File: src/rtl/tlc_pkg.sv
package tlc_pkg;

    // Phase of the road that currently holds right of way.
    typedef enum logic [1:0] {
        PH_GO      = 2'd0,
        PH_HOLD    = 2'd1,
        PH_CAUTION = 2'd2
    } phase_e;

    // Which road holds right of way.
    typedef enum logic {
        AX_NS = 1'b0,
        AX_EW = 1'b1
    } axis_e;

    localparam int unsigned NUM_ROADS = 2;

    typedef struct packed {
        logic red;
        logic amber;
        logic go;
    } lamp_t;

    function automatic int unsigned max_of(input int unsigned a, input int unsigned b);
        return (a > b) ? a : b;
    endfunction

    // Lamp pattern for one road given the shared phase and whether it owns the crossing.
    function automatic lamp_t lamp_for(input phase_e ph, input logic owns);
        lamp_t l;
        l.red   = 1'b0;
        l.amber = 1'b0;
        l.go    = 1'b0;
        if (!owns) begin
            l.red = 1'b1;
        end else if (ph == PH_CAUTION) begin
            l.amber = 1'b1;
        end else begin
            l.go = 1'b1;
        end
        return l;
    endfunction

    function automatic axis_e other_axis(input axis_e a);
        return (a == AX_NS) ? AX_EW : AX_NS;
    endfunction

endpackage

File: src/rtl/tlc_tick_gen.sv
module tlc_tick_gen #(
    parameter int unsigned CYCLES_PER_SEC = 1
) (
    input  logic clk,
    input  logic rst,
    output logic tick
);
    localparam int unsigned DW   = (CYCLES_PER_SEC > 1) ? $clog2(CYCLES_PER_SEC) : 1;
    localparam int unsigned LAST = (CYCLES_PER_SEC > 1) ? CYCLES_PER_SEC - 1 : 0;

    logic [DW-1:0] div_q;

    always_ff @(posedge clk) begin
        if (rst) begin
            div_q <= '0;
        end else if (div_q == DW'(LAST)) begin
            div_q <= '0;
        end else begin
            div_q <= div_q + 1'b1;
        end
    end

    assign tick = (div_q == DW'(LAST));

endmodule

File: src/rtl/tlc_sec_counter.sv
module tlc_sec_counter #(
    parameter int unsigned W = 7
) (
    input  logic         clk,
    input  logic         rst,
    input  logic         tick,
    input  logic         restart,
    output logic [W-1:0] secs
);
    // Seconds spent in the current phase; saturates rather than wrapping.
    always_ff @(posedge clk) begin
        if (rst) begin
            secs <= '0;
        end else if (tick) begin
            if (restart) begin
                secs <= '0;
            end else if (secs != {W{1'b1}}) begin
                secs <= secs + 1'b1;
            end
        end
    end

endmodule

File: src/rtl/tlc_sequencer.sv
module tlc_sequencer
    import tlc_pkg::*;
#(
    parameter int unsigned GREEN_SECS   = 112,
    parameter int unsigned HOLD_SECS    = 20,
    parameter int unsigned CAUTION_SECS = 8,
    parameter int unsigned RED_PATIENCE = 60,
    parameter int unsigned W            = 7
) (
    input  logic         clk,
    input  logic         rst,
    input  logic         tick,
    input  logic         ns_car,
    input  logic         ew_car,
    input  logic [W-1:0] secs,
    output phase_e       phase,
    output axis_e        owner,
    output logic         restart
);
    logic   car_own;
    logic   car_other;
    logic   early_ok;
    phase_e phase_d;
    axis_e  owner_d;

    assign car_own   = (owner == AX_NS) ? ns_car : ew_car;
    assign car_other = (owner == AX_NS) ? ew_car : ns_car;

    // The red road has waited long enough, a vehicle waits there, none comes on green.
    assign early_ok = (secs >= W'(RED_PATIENCE)) && car_other && !car_own;

    always_comb begin
        phase_d = phase;
        owner_d = owner;
        restart = 1'b0;
        unique case (phase)
            PH_GO: begin
                if (early_ok) begin
                    phase_d = PH_CAUTION;
                    restart = 1'b1;
                end else if (secs == W'(GREEN_SECS - 1)) begin
                    restart = 1'b1;
                    phase_d = (car_own && !car_other) ? PH_HOLD : PH_CAUTION;
                end
            end
            PH_HOLD: begin
                // Committed: sensors are not looked at here.
                if (secs == W'(HOLD_SECS - 1)) begin
                    phase_d = PH_CAUTION;
                    restart = 1'b1;
                end
            end
            PH_CAUTION: begin
                if (secs == W'(CAUTION_SECS - 1)) begin
                    phase_d = PH_GO;
                    owner_d = other_axis(owner);
                    restart = 1'b1;
                end
            end
            default: begin
                phase_d = PH_GO;
                restart = 1'b1;
            end
        endcase
    end

    always_ff @(posedge clk) begin
        if (rst) begin
            phase <= PH_GO;
            owner <= AX_NS;
        end else if (tick) begin
            phase <= phase_d;
            owner <= owner_d;
        end
    end

endmodule

File: src/rtl/tlc_lamp_decode.sv
module tlc_lamp_decode
    import tlc_pkg::*;
(
    input  phase_e                phase,
    input  axis_e                 owner,
    output lamp_t [NUM_ROADS-1:0] lamps
);
    for (genvar d = 0; d < NUM_ROADS; d++) begin : g_road
        localparam axis_e ME = (d == 0) ? AX_NS : AX_EW;
        assign lamps[d] = lamp_for(phase, owner == ME);
    end

endmodule

File: src/rtl/traffic_light_ctrl.sv
module traffic_light_ctrl
    import tlc_pkg::*;
#(
    parameter int unsigned CYCLES_PER_SEC = 1,
    parameter int unsigned GREEN_SECS     = 112,
    parameter int unsigned HOLD_SECS      = 20,
    parameter int unsigned CAUTION_SECS   = 8,
    parameter int unsigned RED_PATIENCE   = 60
) (
    input  logic clk,
    input  logic rst,
    input  logic ns_car_seen,
    input  logic ew_car_seen,
    output logic lamp_ns_red,
    output logic lamp_ns_amber,
    output logic lamp_ns_green,
    output logic lamp_ew_red,
    output logic lamp_ew_amber,
    output logic lamp_ew_green
);
    localparam int unsigned SEC_MAX =
        max_of(max_of(GREEN_SECS, HOLD_SECS), max_of(CAUTION_SECS, RED_PATIENCE));
    localparam int unsigned SEC_W = $clog2(SEC_MAX + 1);

    logic                  tick;
    logic                  restart;
    logic [SEC_W-1:0]      secs;
    phase_e                phase;
    axis_e                 owner;
    lamp_t [NUM_ROADS-1:0] lamps;

    tlc_tick_gen #(
        .CYCLES_PER_SEC(CYCLES_PER_SEC)
    ) u_tick (
        .clk (clk),
        .rst (rst),
        .tick(tick)
    );

    tlc_sec_counter #(
        .W(SEC_W)
    ) u_secs (
        .clk    (clk),
        .rst    (rst),
        .tick   (tick),
        .restart(restart),
        .secs   (secs)
    );

    tlc_sequencer #(
        .GREEN_SECS  (GREEN_SECS),
        .HOLD_SECS   (HOLD_SECS),
        .CAUTION_SECS(CAUTION_SECS),
        .RED_PATIENCE(RED_PATIENCE),
        .W           (SEC_W)
    ) u_seq (
        .clk    (clk),
        .rst    (rst),
        .tick   (tick),
        .ns_car (ns_car_seen),
        .ew_car (ew_car_seen),
        .secs   (secs),
        .phase  (phase),
        .owner  (owner),
        .restart(restart)
    );

    tlc_lamp_decode u_lamps (
        .phase(phase),
        .owner(owner),
        .lamps(lamps)
    );

    assign lamp_ns_red   = lamps[0].red;
    assign lamp_ns_amber = lamps[0].amber;
    assign lamp_ns_green = lamps[0].go;
    assign lamp_ew_red   = lamps[1].red;
    assign lamp_ew_amber = lamps[1].amber;
    assign lamp_ew_green = lamps[1].go;

endmodule

File: config.mk
export PLATFORM = sky130hd
export DESIGN_NAME = traffic_light_ctrl
export DESIGN_NICKNAME = d
export VERILOG_FILES = /design/src/rtl/tlc_pkg.sv /design/src/rtl/tlc_tick_gen.sv /design/src/rtl/tlc_sec_counter.sv /design/src/rtl/tlc_sequencer.sv /design/src/rtl/tlc_lamp_decode.sv /design/src/rtl/traffic_light_ctrl.sv
export SDC_FILE = /design/constraint.sdc
export NUM_CORES = 1
export LEC_CHECK = 0
export ABC_AREA = 0
export BUFFER_PORTS_ARGS = -buffer_cell sky130_fd_sc_hd__buf_2
export CORE_MARGIN = 3
export CORE_UTILIZATION = 40
export CTS_CLUSTER_DIAMETER = 80
export DETAILED_ROUTE_END_ITERATION = 16
export SETUP_SLACK_MARGIN = 0.3
export SLEW_MARGIN = 40
export SYNTH_ARGS = -nofsm -noshare
export SYNTH_HDL_FRONTEND = slang
export SYNTH_SLANG_ARGS = --single-unit
File: constraint.sdc
create_clock -name clk -period 3.4 [get_ports clk]
set_clock_uncertainty 0.15 [all_clocks]
set_input_delay 0.17 -clock clk [delete_from_list [all_inputs] [get_ports clk]]
set_output_delay 0.17 -clock clk [all_outputs]
set_load 0.005 [all_outputs]
Word level (Yosys, flattened, before mapping)
Index checks and enable logic that the tools add are counted.
Widths: inputs -> output; s select.

word-level totals
  word-level logic and storage cells = 49
  input port bits = 4
  output and inout bits = 6
  register bits after elaboration = 11

cells by class
  bitwise operators = 1
  equal/unequal tests = 9
  magnitude comparators = 1
  mux-type cells = 21
  reduce and logical (&&, ||, !) cells = 11
  add/subtract/negate cells = 2

operator list
  operator             count
  $mux 2               7
  $mux 7               2
  $mux 1               10
  $add 7x1->7 const B  1
  $eq 7x3->1 const B   1
  $eq 7x5->1 const B   1
  $eq 7x7->1 const B   1
  $ge 7x6->1 const B   1
  $ne 7x7->1 const B   1
  $pmux 2 s3           1
  $reduce_and 4->1     1
  $logic_and 1x1->1    3
  $ne 3x1->1 const B   1
  $pmux 1 s3           1
  $reduce_and 3->1     1
  $eq 2x1->1 const B   1
  $eq 2x2->1 const B   1
  $logic_not 1->1      2
  $logic_not 2->1      1
  $ne 2x1->1 const B   1
  $ne 2x2->1 const B   1
  $reduce_and 2->1     1
  $reduce_bool 2->1    1
  $reduce_or 2->1      1
  2 further kinds      2

Depth between registers and ports, before layout
  word-level depth = 7
  depth in mapped cells = 6
  gate-level depth less buffers = 6

Modules after synthesis
From an unflattened synthesis, not the netlist that was laid out.

unflattened totals
  cell total of the unflattened synthesis = 90
  area total of the unflattened synthesis = 758.2 um^2

by module, submodules not included
  module           cells each  area an instance (um^2)  times used
  tlc_sec_counter  41          395.4                    1
  tlc_sequencer    39          296.5                    1
  tlc_lamp_decode  7           38.8                     1
  tlc_tick_gen     3           27.5                     1

Worst setup path before layout
OpenSTA, ideal clock, no wires.

  path kind = register to register
  from = register u_secs.secs[0]
  to = register u_secs.secs[2]
  arrival time = 1708 ps
  path slack = 1420 ps
  cell stages (with the launch flop) = 7
  required time = 3128 ps
  cell sequence = dfxtp_1 > ha_1 > nor4b_4 > a31oi_1 > nor3_4 > a211oi_2 > a221o_1

between the ends
  longest elaborated chain between the ends = 7
  elaborated cells between the ends (all ways) = 17
  classes of those cells = add/sub: 1; order compare: 1; eq/ne: 4; mux: 7; reduce/logical: 4

RTL lines
  element                             line                   source
  start: declaration                  tlc_sec_counter.sv:8   output logic [W-1:0] secs
  start signal: assignment            tlc_sec_counter.sv:18  secs <= secs + 1'b1;
  $ge 7x6->1                          tlc_sequencer.sv:30    assign early_ok = (secs >= W'(RED_PATIENCE)) && car_other && !car_own;
  $logic_and 1x1->1 (2 in a row)      tlc_sequencer.sv:30
  $mux 1                              tlc_sequencer.sv:38    if (early_ok) begin
  $pmux 1 s3                          tlc_sequencer.sv:36    unique case (phase)
  $reduce_bool 2->1 (no source line)  -
  $reduce_and 2->1 (no source line)   -

Several ways; a longest one is shown, not always the timed one. The select of a mux whose other input is x is not followed.
A chain may end at the register's enable or synchronous reset.

Final worst setup path
Same ends and word-level chain as after synthesis.

==> impl_metrics.json <==
{
  "crit_type": "flop to flop",
  "drt_first_pass_iters": 4,
  "synth_seq_cells": 11,
  "stdcell_count": 104,
  "n_antenna_cell": 0,
  "gr-usage-met1": 0.198,
  "dieArea_um2": 2200,
  "dp_cells": 100,
  "slew_violations": 0,
  "syn_area_um2": 671,
  "whs_ps": 8.46,
  "wl_per_cell_um": 13.6,
  "finalPower_uw": 247,
  "fillCellCount": 165,
  "post_cts_resize_count": 0,
  "power_leakage_nw": 0.286,
  "grt_util_met3": 0.0230,
  "numCtsBuffers": 3,
  "setup_slack_ps": 1250,
  "syn_area_per_cell_um2": 8.82,
  "gr-usage-met2": 0.228,
  "layout.nets": 95,
  "synthFlopType": "dfxtp_1",
  "antenna_found_initial": 0,
  "ys_types": 34,
  "avgViaCountPerCell": 5.90,
  "crit_path_end_kind": "flop",
  "rsz0062_at_grt": "false",
  "top_usage_layer": "met2",
  "min_path_type": "input pin to flop",
  "most-common-layout-cells": "11 x dfxtp_1, 9 x buf_2, 8 x nor2_1",
  "ant_nets": 0,
  "dpl_cell_area_um2": 732,
  "power_density_nw_per_um2": 326,
  "multiInputGateArea_um2": 420,
  "synthesis.instances": 76,
  "crit_chain": "ha_1 -> nor4b_4 -> a31oi_1 -> nor3_4 -> a211oi_2 -> a221o_1",
  "finalHoldViolations": 0,
  "grt_pass1_vias": 513,
  "routabilityCongestion": 0.776,
  "drt_iter0_drc": 24,
  "cts_sinks": 11,
  "grt_first_pass_wirelength_um": 2270,
  "start_util": 0.435,
  "critPathSlowestCell": "dfxtp_1",
  "seqCellArea_um2": 220,
  "drive_above_1_share": 0.227,
  "clock.fmax_mhz": 465,
  "fin_util": 0.492,
  "wirelength_um": 1420,
  "synth-edff-count": 0,
  "syn-num-nets": 82,
  "grt_start_max_net_pins": 9,
  "cts_root_buffer": "clkbuf_4",
  "cts_tree": "yes",
  "arrival_ps": 2170,
  "postCtsSetupBuffers": 0,
  "clockBufferDepth": 2,
  "flow.area_growth_from_synthesis_pct": 13.1,
  "ios": 10,
  "core_area_um2": 1540,
  "clk_pin_slew_ps": 70,
  "holdBufCountCts": 0,
  "crit_path_start_kind": "flop",
  "port-buffer-count": 9,
  "required_ps": 3420,
  "vias": 614,
  "status": "finished, final reports clean",
  "track_usage": 0.151,
  "ir_drop_mv": 0.176,
  "drc_errors": 0,
  "pre_cts_ws_ps": 1270,
  "die_x_um": 46.9,
  "reg2reg_slack_ps": 1250,
  "fin_crit_ps": 2150,
  "crit_fanout": 5,
  "fin_area_um2": 758,
  "hpwl_um": 1020,
  "overflow": 0,
  "fin_tns_setup_ps": 0,
  "finalSetupViolCount": 0,
  "num_rows": 14,
  "fp.dieH_um": 46.9,
  "slowest_delay_ps": 390,
  "timing.final.crit_share": 0.633,
  "async_flop_share": 0,
  "h-tree-depth": 1,
  "final_common_cell": "dfxtp_1",
  "ys_seq_area_frac": 0.328,
  "clock_latency_ps": 280,
  "synth-warning-count": 0,
  "cap_viol_max_count": 0
}
## worst max-delay path: cells and delay by family (launching register included)
family | cells | cell delay (ps)
AO/OA/AOI/OAI | 3 | 720
adder cells (fa/ha/maj) | 1 | 250
AND/OR/NAND/NOR | 2 | 550
flip-flops | 1 | 390
## final timing paths
kind / depth (start not counted) / start / end
max: 6 / u_secs.secs[0]$_SDFFE_PP0P_ / u_secs.secs[2]$_SDFFE_PP0P_
min: 2 / rst / u_seq.phase[0]$_SDFFE_PP0P_
max reg2reg: 6 / u_secs.secs[0]$_SDFFE_PP0P_ / u_secs.secs[2]$_SDFFE_PP0P_
min reg2reg: 2 / u_seq.phase[0]$_SDFFE_PP0P_ / u_seq.phase[0]$_SDFFE_PP0P_
## power by group
part           internal, mW  switching, mW
logic               0.00859         0.0105
clock network        0.0456         0.0470
registers             0.132        0.00411
## sequential cells by signal (all words and copies together) (netlist names)
| register | count |
|---|---|
| u_tick.div_q | 1 |
| u_seq.phase | 2 |
| u_seq.owner | 1 |
| u_secs.secs | 7 |
## cell usage after synthesis, drive strengths merged (2+ instances only)
cell    number  area (um2)
nand3        5        25.0
inv          7        26.3
o21ai        3        18.8
a22o         3        26.3
a211oi       3        32.5
a21oi        3        15.0
nand2        3        11.3
nor2         8        30.0
a41oi        3        26.3
ha           2        25.0
xnor2        3        26.3
nor2b        2        12.5
dfxtp       11         220
nor3         3        26.3
## cell families (layout without fill, tap and decap cells)
logic type,count (synthesis),in the layout,share of synthesized area
simple gates,28,28,0.252
compound gates,22,22,0.276
flops,11,11,0.328
buf+inv,8,20,0.0448
xor+xnor,3,3,0.0392
fa+ha+maj,2,2,0.0373
other cells,1,1,0.00559
mux,1,1,0.0168
## layout make-up
| type | instances | share of cell area |
|---|---|---|
| clock buffer | 4 | 0.0347 |
| inverter | 7 | 0.0347 |
| timing repair buffer | 9 | 0.0594 |
| multi-input combinational | 57 | 0.554 |
| sequential | 11 | 0.290 |
| tap | 16 | 0.0264 |
## per-layer routing
layer,up-vias,share of wire
met3,5,0.078
met2,25,0.46
met4,0,0.025
li1,306,-
met5,-,0
met1,278,0.44
Power figures use the tool's default switching activity.
